$ cat src/rtl/kcd_pkg.sv
// Package: shared types and default-code helper for the keypad code detector.
// Assumes: total code width (digits * key width) does not exceed 64 bits.
package kcd_pkg;

    // Pad operating states
    typedef enum logic [1:0] {
        PAD_SLEEP = 2'd0,
        PAD_ENTRY = 2'd1,
        PAD_LOCK  = 2'd2
    } pad_state_e;

    // Builds the default code: digit i equals i mod 2, packed digit 0 lowest
    function automatic logic [63:0] alt_code(int unsigned digits, int unsigned kw);
        logic [63:0] r;
        r = '0;
        for (int unsigned i = 0; i < digits; i++) begin
            if ((i % 2) == 1 && (i * kw) < 64) begin
                r[i * kw] = 1'b1;
            end
        end
        return r;
    endfunction

endpackage

$ cat src/rtl/kcd_press_edge.sv
// Module: turns the raw key entry line into a one-cycle key event on its rising edge.
// Assumes: key_press is already synchronous to clk and debounced.
module kcd_press_edge (
    input  logic clk,
    input  logic rst_n,
    input  logic key_press,
    output logic press_ev
);

    logic press_d;

    // Remember last cycle's level of the entry line
    always_ff @(posedge clk) begin
        if (!rst_n) begin
            press_d <= 1'b0;
        end else begin
            press_d <= key_press;
        end
    end

    // Event only on a low-to-high change
    always_comb begin
        press_ev = key_press & ~press_d;
    end

endmodule

$ cat src/rtl/kcd_tick_timer.sv
// Module: counts ticks since the last clear and flags the tick that reaches a terminal value.
// Assumes: the owner clears the counter when expire is acted on or when last changes.
module kcd_tick_timer #(
    parameter int TW = 3
) (
    input  logic          clk,
    input  logic          rst_n,
    input  logic          clear,
    input  logic          tick,
    input  logic [TW-1:0] last,
    input  logic [TW-1:0] bound,
    output logic          expire
);

    logic [TW-1:0] cnt_q;

    // Tick counter, held at the terminal value until cleared
    always_ff @(posedge clk) begin
        if (!rst_n) begin
            cnt_q <= '0;
        end else if (clear) begin
            cnt_q <= '0;
        end else if (tick && (cnt_q != last)) begin
            cnt_q <= cnt_q + 1'b1;
        end
    end

    // Terminal tick detection
    always_comb begin
        expire = tick & (cnt_q == last);
    end


    tmr_bound_chk: assert property (@(posedge clk) disable iff (!rst_n)
        cnt_q <= bound);

endmodule

$ cat src/rtl/kcd_digit_chain.sv
// Module: per-position enable chain that tracks how much of the code the recent keys form.
// Assumes: position 0 is always enabled while the pad is awake; clear wins over step.
module kcd_digit_chain #(
    parameter int                          NUM_DIGITS = 4,
    parameter int                          KEY_W      = 1,
    parameter logic [NUM_DIGITS*KEY_W-1:0] CODE       = '0
) (
    input  logic             clk,
    input  logic             rst_n,
    input  logic             clear,
    input  logic             step,
    input  logic [KEY_W-1:0] key_val,
    output logic             hit
);

    logic [NUM_DIGITS-1:0] dig_eq;

    // Compare the key against every code digit
    for (genvar g = 0; g < NUM_DIGITS; g++) begin : g_cmp
        always_comb begin
            dig_eq[g] = (key_val == CODE[g*KEY_W +: KEY_W]);
        end
    end

    if (NUM_DIGITS == 1) begin : g_single
        // Single-digit code: any matching key completes it
        always_comb begin
            hit = step & dig_eq[0];
        end
    end else begin : g_chain
        logic [NUM_DIGITS-1:1] en_q;
        logic [NUM_DIGITS-1:0] en_v;
        logic [NUM_DIGITS-1:1] en_n;

        // Effective enables with position 0 permanently on
        always_comb begin
            en_v = {en_q, 1'b1};
        end

        // Next enable for each position from the one below
        for (genvar p = 1; p < NUM_DIGITS; p++) begin : g_next
            always_comb begin
                en_n[p] = dig_eq[p-1] & en_v[p-1];
            end
        end

        // Enable register update per evaluated key
        always_ff @(posedge clk) begin
            if (!rst_n) begin
                en_q <= '0;
            end else if (clear) begin
                en_q <= '0;
            end else if (step) begin
                en_q <= en_n;
            end
        end

        // Final position reached on this key
        always_comb begin
            hit = step & dig_eq[NUM_DIGITS-1] & en_v[NUM_DIGITS-1];
        end
    end

endmodule

$ cat src/rtl/keypad_code_detector.sv
// Module: top of the keypad code detector: pad state machine, key counter, timers, match chain.
// Assumes: KEY_LIMIT >= 1, IDLE_TICKS >= 1, LOCK_TICKS >= 1, NUM_DIGITS*KEY_W <= 64.
module keypad_code_detector #(
    parameter int                          NUM_DIGITS = 4,
    parameter int                          KEY_W      = 1,
    parameter logic [NUM_DIGITS*KEY_W-1:0] CODE       =
        (NUM_DIGITS*KEY_W)'(kcd_pkg::alt_code(NUM_DIGITS, KEY_W)),
    parameter int                          KEY_LIMIT  = 12,
    parameter int                          IDLE_TICKS = 3,
    parameter int                          LOCK_TICKS = 4
) (
    input  logic             clk,
    input  logic             rst_n,
    input  logic             key_press,
    input  logic [KEY_W-1:0] key_val,
    input  logic             tick,
    output logic             code_ok,
    output logic             pad_awake
);
    import kcd_pkg::*;

    localparam int KCW  = $clog2(KEY_LIMIT + 1);
    localparam int TMAX = (IDLE_TICKS > LOCK_TICKS) ? IDLE_TICKS : LOCK_TICKS;
    localparam int TW   = $clog2(TMAX + 1);
    localparam logic [KCW-1:0] KEY_LIM_V = KCW'(KEY_LIMIT);
    localparam logic [TW-1:0]  IDLE_LAST = TW'(IDLE_TICKS - 1);
    localparam logic [TW-1:0]  LOCK_LAST = TW'(LOCK_TICKS - 1);
    localparam logic [TW-1:0]  TMR_BOUND = TW'(TMAX - 1);

    pad_state_e     state_q, state_n;
    logic [KCW-1:0] key_cnt_q;
    logic           press_ev;
    logic           lock_hit;
    logic           step;
    logic           hit;
    logic           expire;
    logic           tmr_clear;
    logic [TW-1:0]  tmr_last;
    logic           chain_clear;
    logic           accept_q;

    kcd_press_edge u_edge (
        .clk      (clk),
        .rst_n    (rst_n),
        .key_press(key_press),
        .press_ev (press_ev)
    );

    // Qualify key events: limit check first, lockout swallows keys
    always_comb begin
        lock_hit = press_ev & (state_q == PAD_ENTRY) & (key_cnt_q == KEY_LIM_V);
        step     = press_ev & (state_q != PAD_LOCK) & ~lock_hit;
    end

    kcd_digit_chain #(
        .NUM_DIGITS(NUM_DIGITS),
        .KEY_W     (KEY_W),
        .CODE      (CODE)
    ) u_chain (
        .clk    (clk),
        .rst_n  (rst_n),
        .clear  (chain_clear),
        .step   (step),
        .key_val(key_val),
        .hit    (hit)
    );

    // Pick the timer terminal value for the current state
    always_comb begin
        tmr_last = (state_q == PAD_LOCK) ? LOCK_LAST : IDLE_LAST;
    end

    kcd_tick_timer #(
        .TW(TW)
    ) u_timer (
        .clk   (clk),
        .rst_n (rst_n),
        .clear (tmr_clear),
        .tick  (tick),
        .last  (tmr_last),
        .bound (TMR_BOUND),
        .expire(expire)
    );

    // Next pad state; key events outrank a same-cycle timeout
    always_comb begin
        state_n = state_q;
        unique case (state_q)
            PAD_SLEEP: begin
                if (step) state_n = hit ? PAD_SLEEP : PAD_ENTRY;
            end
            PAD_ENTRY: begin
                if (lock_hit)    state_n = PAD_LOCK;
                else if (step)   state_n = hit ? PAD_SLEEP : PAD_ENTRY;
                else if (expire) state_n = PAD_SLEEP;
            end
            PAD_LOCK: begin
                if (expire) state_n = PAD_SLEEP;
            end
            default: state_n = PAD_SLEEP;
        endcase
    end

    // Clears for the chain and the timer
    always_comb begin
        chain_clear = (state_n != PAD_ENTRY);
        tmr_clear   = step | (state_n != state_q) | (state_q == PAD_SLEEP);
    end

    // State, key counter and acceptance pulse registers
    always_ff @(posedge clk) begin
        if (!rst_n) begin
            state_q   <= PAD_SLEEP;
            key_cnt_q <= '0;
            accept_q  <= 1'b0;
        end else begin
            state_q  <= state_n;
            accept_q <= step & hit;
            if (state_n != PAD_ENTRY) begin
                key_cnt_q <= '0;
            end else if (step) begin
                key_cnt_q <= key_cnt_q + 1'b1;
            end
        end
    end

    // Outputs
    always_comb begin
        code_ok   = accept_q;
        pad_awake = (state_q == PAD_ENTRY);
    end


    accept_single_chk: assert property (@(posedge clk) disable iff (!rst_n)
        code_ok |=> !code_ok);


    accept_asleep_chk: assert property (@(posedge clk) disable iff (!rst_n)
        code_ok |-> !pad_awake);


    key_cnt_range_chk: assert property (@(posedge clk) disable iff (!rst_n)
        key_cnt_q <= KEY_LIM_V);


    lock_quiet_chk: assert property (@(posedge clk) disable iff (!rst_n)
        (state_q == PAD_LOCK) |-> !code_ok);


    wake_cause_chk: assert property (@(posedge clk) disable iff (!rst_n)
        $rose(pad_awake) |-> $past(press_ev));

endmodule

$ cat config.mk
export PLATFORM = sky130hd
export DESIGN_NAME = keypad_code_detector
export DESIGN_NICKNAME = d
export VERILOG_FILES = /design/src/rtl/kcd_pkg.sv /design/src/rtl/kcd_press_edge.sv /design/src/rtl/kcd_tick_timer.sv /design/src/rtl/kcd_digit_chain.sv /design/src/rtl/keypad_code_detector.sv
export SDC_FILE = /design/constraint.sdc
export NUM_CORES = 1
export LEC_CHECK = 0
export BUFFER_PORTS_ARGS = -buffer_cell sky130_fd_sc_hd__buf_2
export CORE_MARGIN = 2
export CORE_UTILIZATION = 55
export CTS_CLUSTER_SIZE = 12
export DETAILED_ROUTE_END_ITERATION = 12
export GPL_TIMING_DRIVEN = 0
export PLACE_DENSITY = 0.73
export SLEW_MARGIN = 0
export SYNTH_ARGS = -nofsm -noshare
export SYNTH_HDL_FRONTEND = slang
export SYNTH_SLANG_ARGS = --single-unit
$ cat constraint.sdc
create_clock -name clk -period 2.05 [get_ports clk]
set_input_delay 0.41 -clock clk [delete_from_list [all_inputs] [get_ports clk]]
set_output_delay 0.41 -clock clk [all_outputs]
set_load 0.01 [all_outputs]
-- Word level (Yosys, flattened, before mapping)
Index checks and enable logic that the tools add are counted.
- add/sub/neg operators: 2
- multipliers: 0
- div/mod/pow operators: 0
- magnitude comparators: 0
- eq/ne operators: 8
- shifts and indexed selects: 0
- mux-type cells: 7
- bitwise operators: 17
- reduce and logical (&&, ||, !) cells: 4
- operators by type and width (operator ; number):
    $and 1x1->1 ; 11
    $mux 2 ; 4
    $pmux 2 s3 ; 1
    $add 4x1->4 const B ; 1
    $eq 4x4->1 const B ; 1
    $not 1->1 ; 4
    $reduce_or 2->1 ; 2
    $add 3x1->3 const B ; 1
    $eq 3x2->1 ; 1
    $ne 3x2->1 ; 1
    $eq 2x1->1 const B ; 1
    $eq 2x2->1 const B ; 1
    $logic_not 2->1 ; 1
    $mux 1 ; 2
    $ne 2x1->1 const B ; 1
    $ne 2x2->1 ; 1
    $ne 2x2->1 const B ; 1
    $or 1x1->1 ; 2
    $logic_and 1x1->1 ; 1
- flip-flop bits (word level): 14
- latch bits: 0
- RAM bits: 0
- ROM bits: 0
- logic and storage cells: 44
- memories: 0

-- Depth between registers and ports, before layout
- word-level depth: 16
- mapped depth: 7

-- Cells and area by module
A second synthesis with hierarchy kept.
- cell total of the unflattened synthesis: 97
- area, all modules: 848.3 µm²
- modules (own cells, without submodules) (module ; times used ; cells an instance ; area an instance (µm²) ; seq. area each (µm²)):
    keypad_code_detector ; 1 ; 49 ; 430.4 ; 140.1
    kcd_tick_timer ; 1 ; 32 ; 250.2 ; 60.1
    kcd_digit_chain ; 1 ; 13 ; 127.6 ; 60.1
    kcd_press_edge ; 1 ; 3 ; 40.0 ; 20.0

-- Worst setup path before layout
OpenSTA, ideal clock, no wires.
- kind: register to register
- start: reg key_cnt_q[0]
- end: reg key_cnt_q[3]
- setup time: 0.070 ns
- data arrival time: 1.372 ns
- setup slack: 0.608 ns
- stages on the path, launching flop included: 8
- buffers on the path: 1
- period minus slack after synthesis: 1.442 ns
- cells stage by stage: dfxtp_1 > inv_1 > ha_1 > nand3_1 > o211ai_4 > buf_6 > or3_1 > a21oi_1
- longest elaborated chain between the ends: 12
- elaborated cells between the ends (all ways): 14
- classes of those cells: add/sub: 1; eq/ne: 2; mux: 5; bitwise: 5; reduce/logical: 1
- RTL lines (what ; line ; source):
    start: declaration ; keypad_code_detector.sv:31 ; logic [KCW-1:0] key_cnt_q;
    start signal: assignment ; keypad_code_detector.sv:122 ; key_cnt_q <= key_cnt_q + 1'b1;
    $eq 4x4->1 ; keypad_code_detector.sv:51 ; lock_hit = press_ev & (state_q == PAD_ENTRY) & (key_cnt_q == KEY_LIM_V);
    $and 1x1->1 ; keypad_code_detector.sv:51 ;
    $not 1->1 ; keypad_code_detector.sv:52 ; step = press_ev & (state_q != PAD_LOCK) & ~lock_hit;
    $and 1x1->1 ; keypad_code_detector.sv:52 ;
    $and 1x1->1 (2 in series) ; kcd_digit_chain.sv:60 ; hit = step & dig_eq[NUM_DIGITS-1] & en_v[NUM_DIGITS-1];
    $mux 1 ; keypad_code_detector.sv:90, keypad_code_detector.sv:94 ;
    $mux 2 ; keypad_code_detector.sv:94 ; else if (step) state_n = hit ? PAD_SLEEP : PAD_ENTRY;
    $mux 2 ; keypad_code_detector.sv:93 ; if (lock_hit) state_n = PAD_LOCK;
    $pmux 2 s3 ; keypad_code_detector.sv:88 ; unique case (state_q)
    $ne 2x1->1 ; keypad_code_detector.sv:119 ; if (state_n != PAD_ENTRY) begin
    $reduce_or 2->1 (no source line) ; n/a ;
Several ways; a longest one is shown, not always the timed one.
A chain may end at the register's enable or synchronous reset.

-- Worst setup path after layout
Same ends and word-level chain as after synthesis.

==> flow_summary.yaml <==
run_status:
  outcome: "finished clean"
setup_path:
  critPathSlowestCell: "dfxtp_1"
  worstPathCellList: "inv_1 > ha_1 > nand3_1 > o211ai_4 > buf_6 > or3_1 > a21oi_1"
  crit_path_max_incr_delay_ns: 0.36
  worstPathRequired_ns: 2.27
  endpoint_kind: "flip-flop"
  cp_data_arrival_time_ns: 1.79
  start_kind: "flip-flop"
  cp_max_fo: 10
  crit_type: "flip-flop to flip-flop"
cts:
  ctsResizeCount: 0
  root_buffer: "clkbuf_4"
  clk_path_buf_depth: 2
  clk_latency_ns: 0.29
  ctsHoldBuffers: 0
  post_cts_buffers: 0
  path_clk_slew_ns: 0.10
  cts_num_sinks: 14
  h-tree-depth: 1
  numCtsBuffers: 3
  cts_tree: "done"
sta:
  min_period_ns: 1.57
  tightest_slew_ns: 0.392
  finalClockSkew_ns: 0.00900
  rsz0062_at_grt: "false"
  post-route-period-util: 0.764
  setup-tns-final_ns: 0
  fmax_mhz: 639
  slew_viol_final: 0
  setup_viol: 0
  finalHoldViolations: 0
  max_slew_margin: 0.736
  hold-worst-slack_ns: 0.352
detailed_routing:
  firstDrtPassIters: 4
  wire_per_inst_um: 13.1
  drtIter0Drc: 18
  num_vias: 631
  drtAntennaViolNets: 0
  via_per_inst: 5.68
  drc: 0
  wirelength_um: 1460
cells_and_area:
  area.growth.synth_to_final_pct: 11.4
  n_antenna_cell: 0
  finalInstanceArea_um2: 833
  final_nets: 105
  drive_above_1_share: 0.167
yosys:
  mappedNetlistNets: 94
  synthArstFlopShare: 0
  ys_types: 35
  syn_area_per_cell_um2: 8.70
  ys_seq_area_frac: 0.375
  synth_area_leader_cell: "dfxtp_1"
  yosys-top-cells-area: "dfxtp_1, a21oi_1, ha_1, nand2_1, nand3_1"
  synth.most_common_cell: "dfxtp_1"
  synthCells: 86
  synth_commonest_cells: "dfxtp_1, nand2_1, a21oi_1, nand3_1"
  ys_ff_latch: 14
  synth_edf_count: 0
  syn-cell-area_um2: 748
  synth_warnings: 0
  synth_top_cell_area_share: 0.375
  ys.flop_type: "dfxtp_1"
floorplan:
  die_h_um: 40.9
  core-area_um2: 1280
  die-area_um2: 1670
  start_util: 0.582
  rows: 13
  die_w_um: 40.9
  ios: 7
global_routing:
  antenna_found_initial: 0
  grt.overflow.total: 0
  grt_usage: 0.204
  grt_start_max_net_pins: 11
  grt_pass1_vias: 486
  grt_first_pass_wirelength_um: 2120
power:
  total_power_mw: 0.541
  p_leak_nw: 0.340
  ir_worst_vdd_mv: 0.441
  powerDensity_nw_per_um2: 649
job:
  maxCapViolations: 0
place:
  hpwl_um: 1070
  dpl_cell_area_um2: 797
  io_buffers: 6
  gp_congestion: 0.763
min_path:
  hold_class: "input pin to flip-flop"
==> critical path, delay by kind of cell (launching register included) <==
kind	cells	cell delay [ns]
compound gates	2	0.24
fa+ha+maj	1	0.21
buf+inv	2	0.21
flops	1	0.36
simple gates	2	0.48
==> final timing paths <==
path	from	endpoint	slack, ns	cells after the start
setup / recovery	key_cnt_q[0]	key_cnt_q[3]	0.48	7
hold / removal	key_press	u_edge.press_d	0.35	2
setup reg to reg	key_cnt_q[0]	key_cnt_q[3]	0.48	7
hold reg to reg	u_chain.g_chain.en_q[2]	u_chain.g_chain.en_q[2]	0.46	2
==> state kept, by name, summed over array words and instances (netlist names) <==
register	flops
code_ok	1
key_cnt_q	4
state_q	2
u_chain.g_chain.en_q	3
u_edge.press_d	1
u_timer.cnt_q	3
==> report_power, final <==
| part | total [mW] | leakage, nW | switching (mW) | internal, mW |
|---|---|---|---|---|
| combinational | 0.0509 | 0.205 | 0.0290 | 0.0220 |
| clock | 0.208 | 0.0210 | 0.100 | 0.108 |
| sequential | 0.282 | 0.113 | 0.00521 | 0.277 |
| total | 0.541 | 0.340 | 0.134 | 0.407 |
==> layout make-up <==
cell class,count,area (um2)
Fill cell,121,452
Inverter,5,18.8
Buffer,2,22.5
Tap cell,15,18.8
Timing Repair Buffer,6,30.0
Clock buffer,4,36.3
Sequential cell,14,280
Multi-Input combinational cell,65,427
==> cell families after synthesis <==
group / synth area share
adder cells (fa/ha/maj): 0.0502
buffers and inverters: 0.0552
AND/OR/NAND/NOR: 0.281
flip-flops: 0.375
AO/OA/AOI/OAI: 0.202
XOR/XNOR: 0.0234
multiplexers: 0.0134
==> cell usage in the layout, fill, tap and decap left out, types with 2 or more instances in the layout <==
cell type	Yosys	routed
nand2b_1	4	4
nor2_1	5	5
ha_1	3	3
nand3_1	6	6
nand2_1	9	9
nor2b_1	3	3
buf_6	2	2
o21ai_0	2	2
clkbuf_4	0	3
buf_2	0	6
dfxtp_1	14	14
a211o_1	2	2
a21oi_1	8	8
inv_1	5	5
==> routing by layer <==
layer  up-vias  routed length [um]  track usage
met5         -                   0            0
met4         0                  12        0.150
met3         2                  39       0.0326
met2         8                 665        0.270
met1       296                 740        0.290
li1        325                   -            -
==> through the flow <==
stage,util,worst slack (ns),cells
after floorplan,-,0.608,86
after global routing,0.648,0.412,111
after CTS,0.648,0.492,111
final,0.648,0.484,111
after detailed placement,0.620,0.524,107
after global placement,0.620,0.540,107
Note: power is estimated with default switching activity, not from simulation.
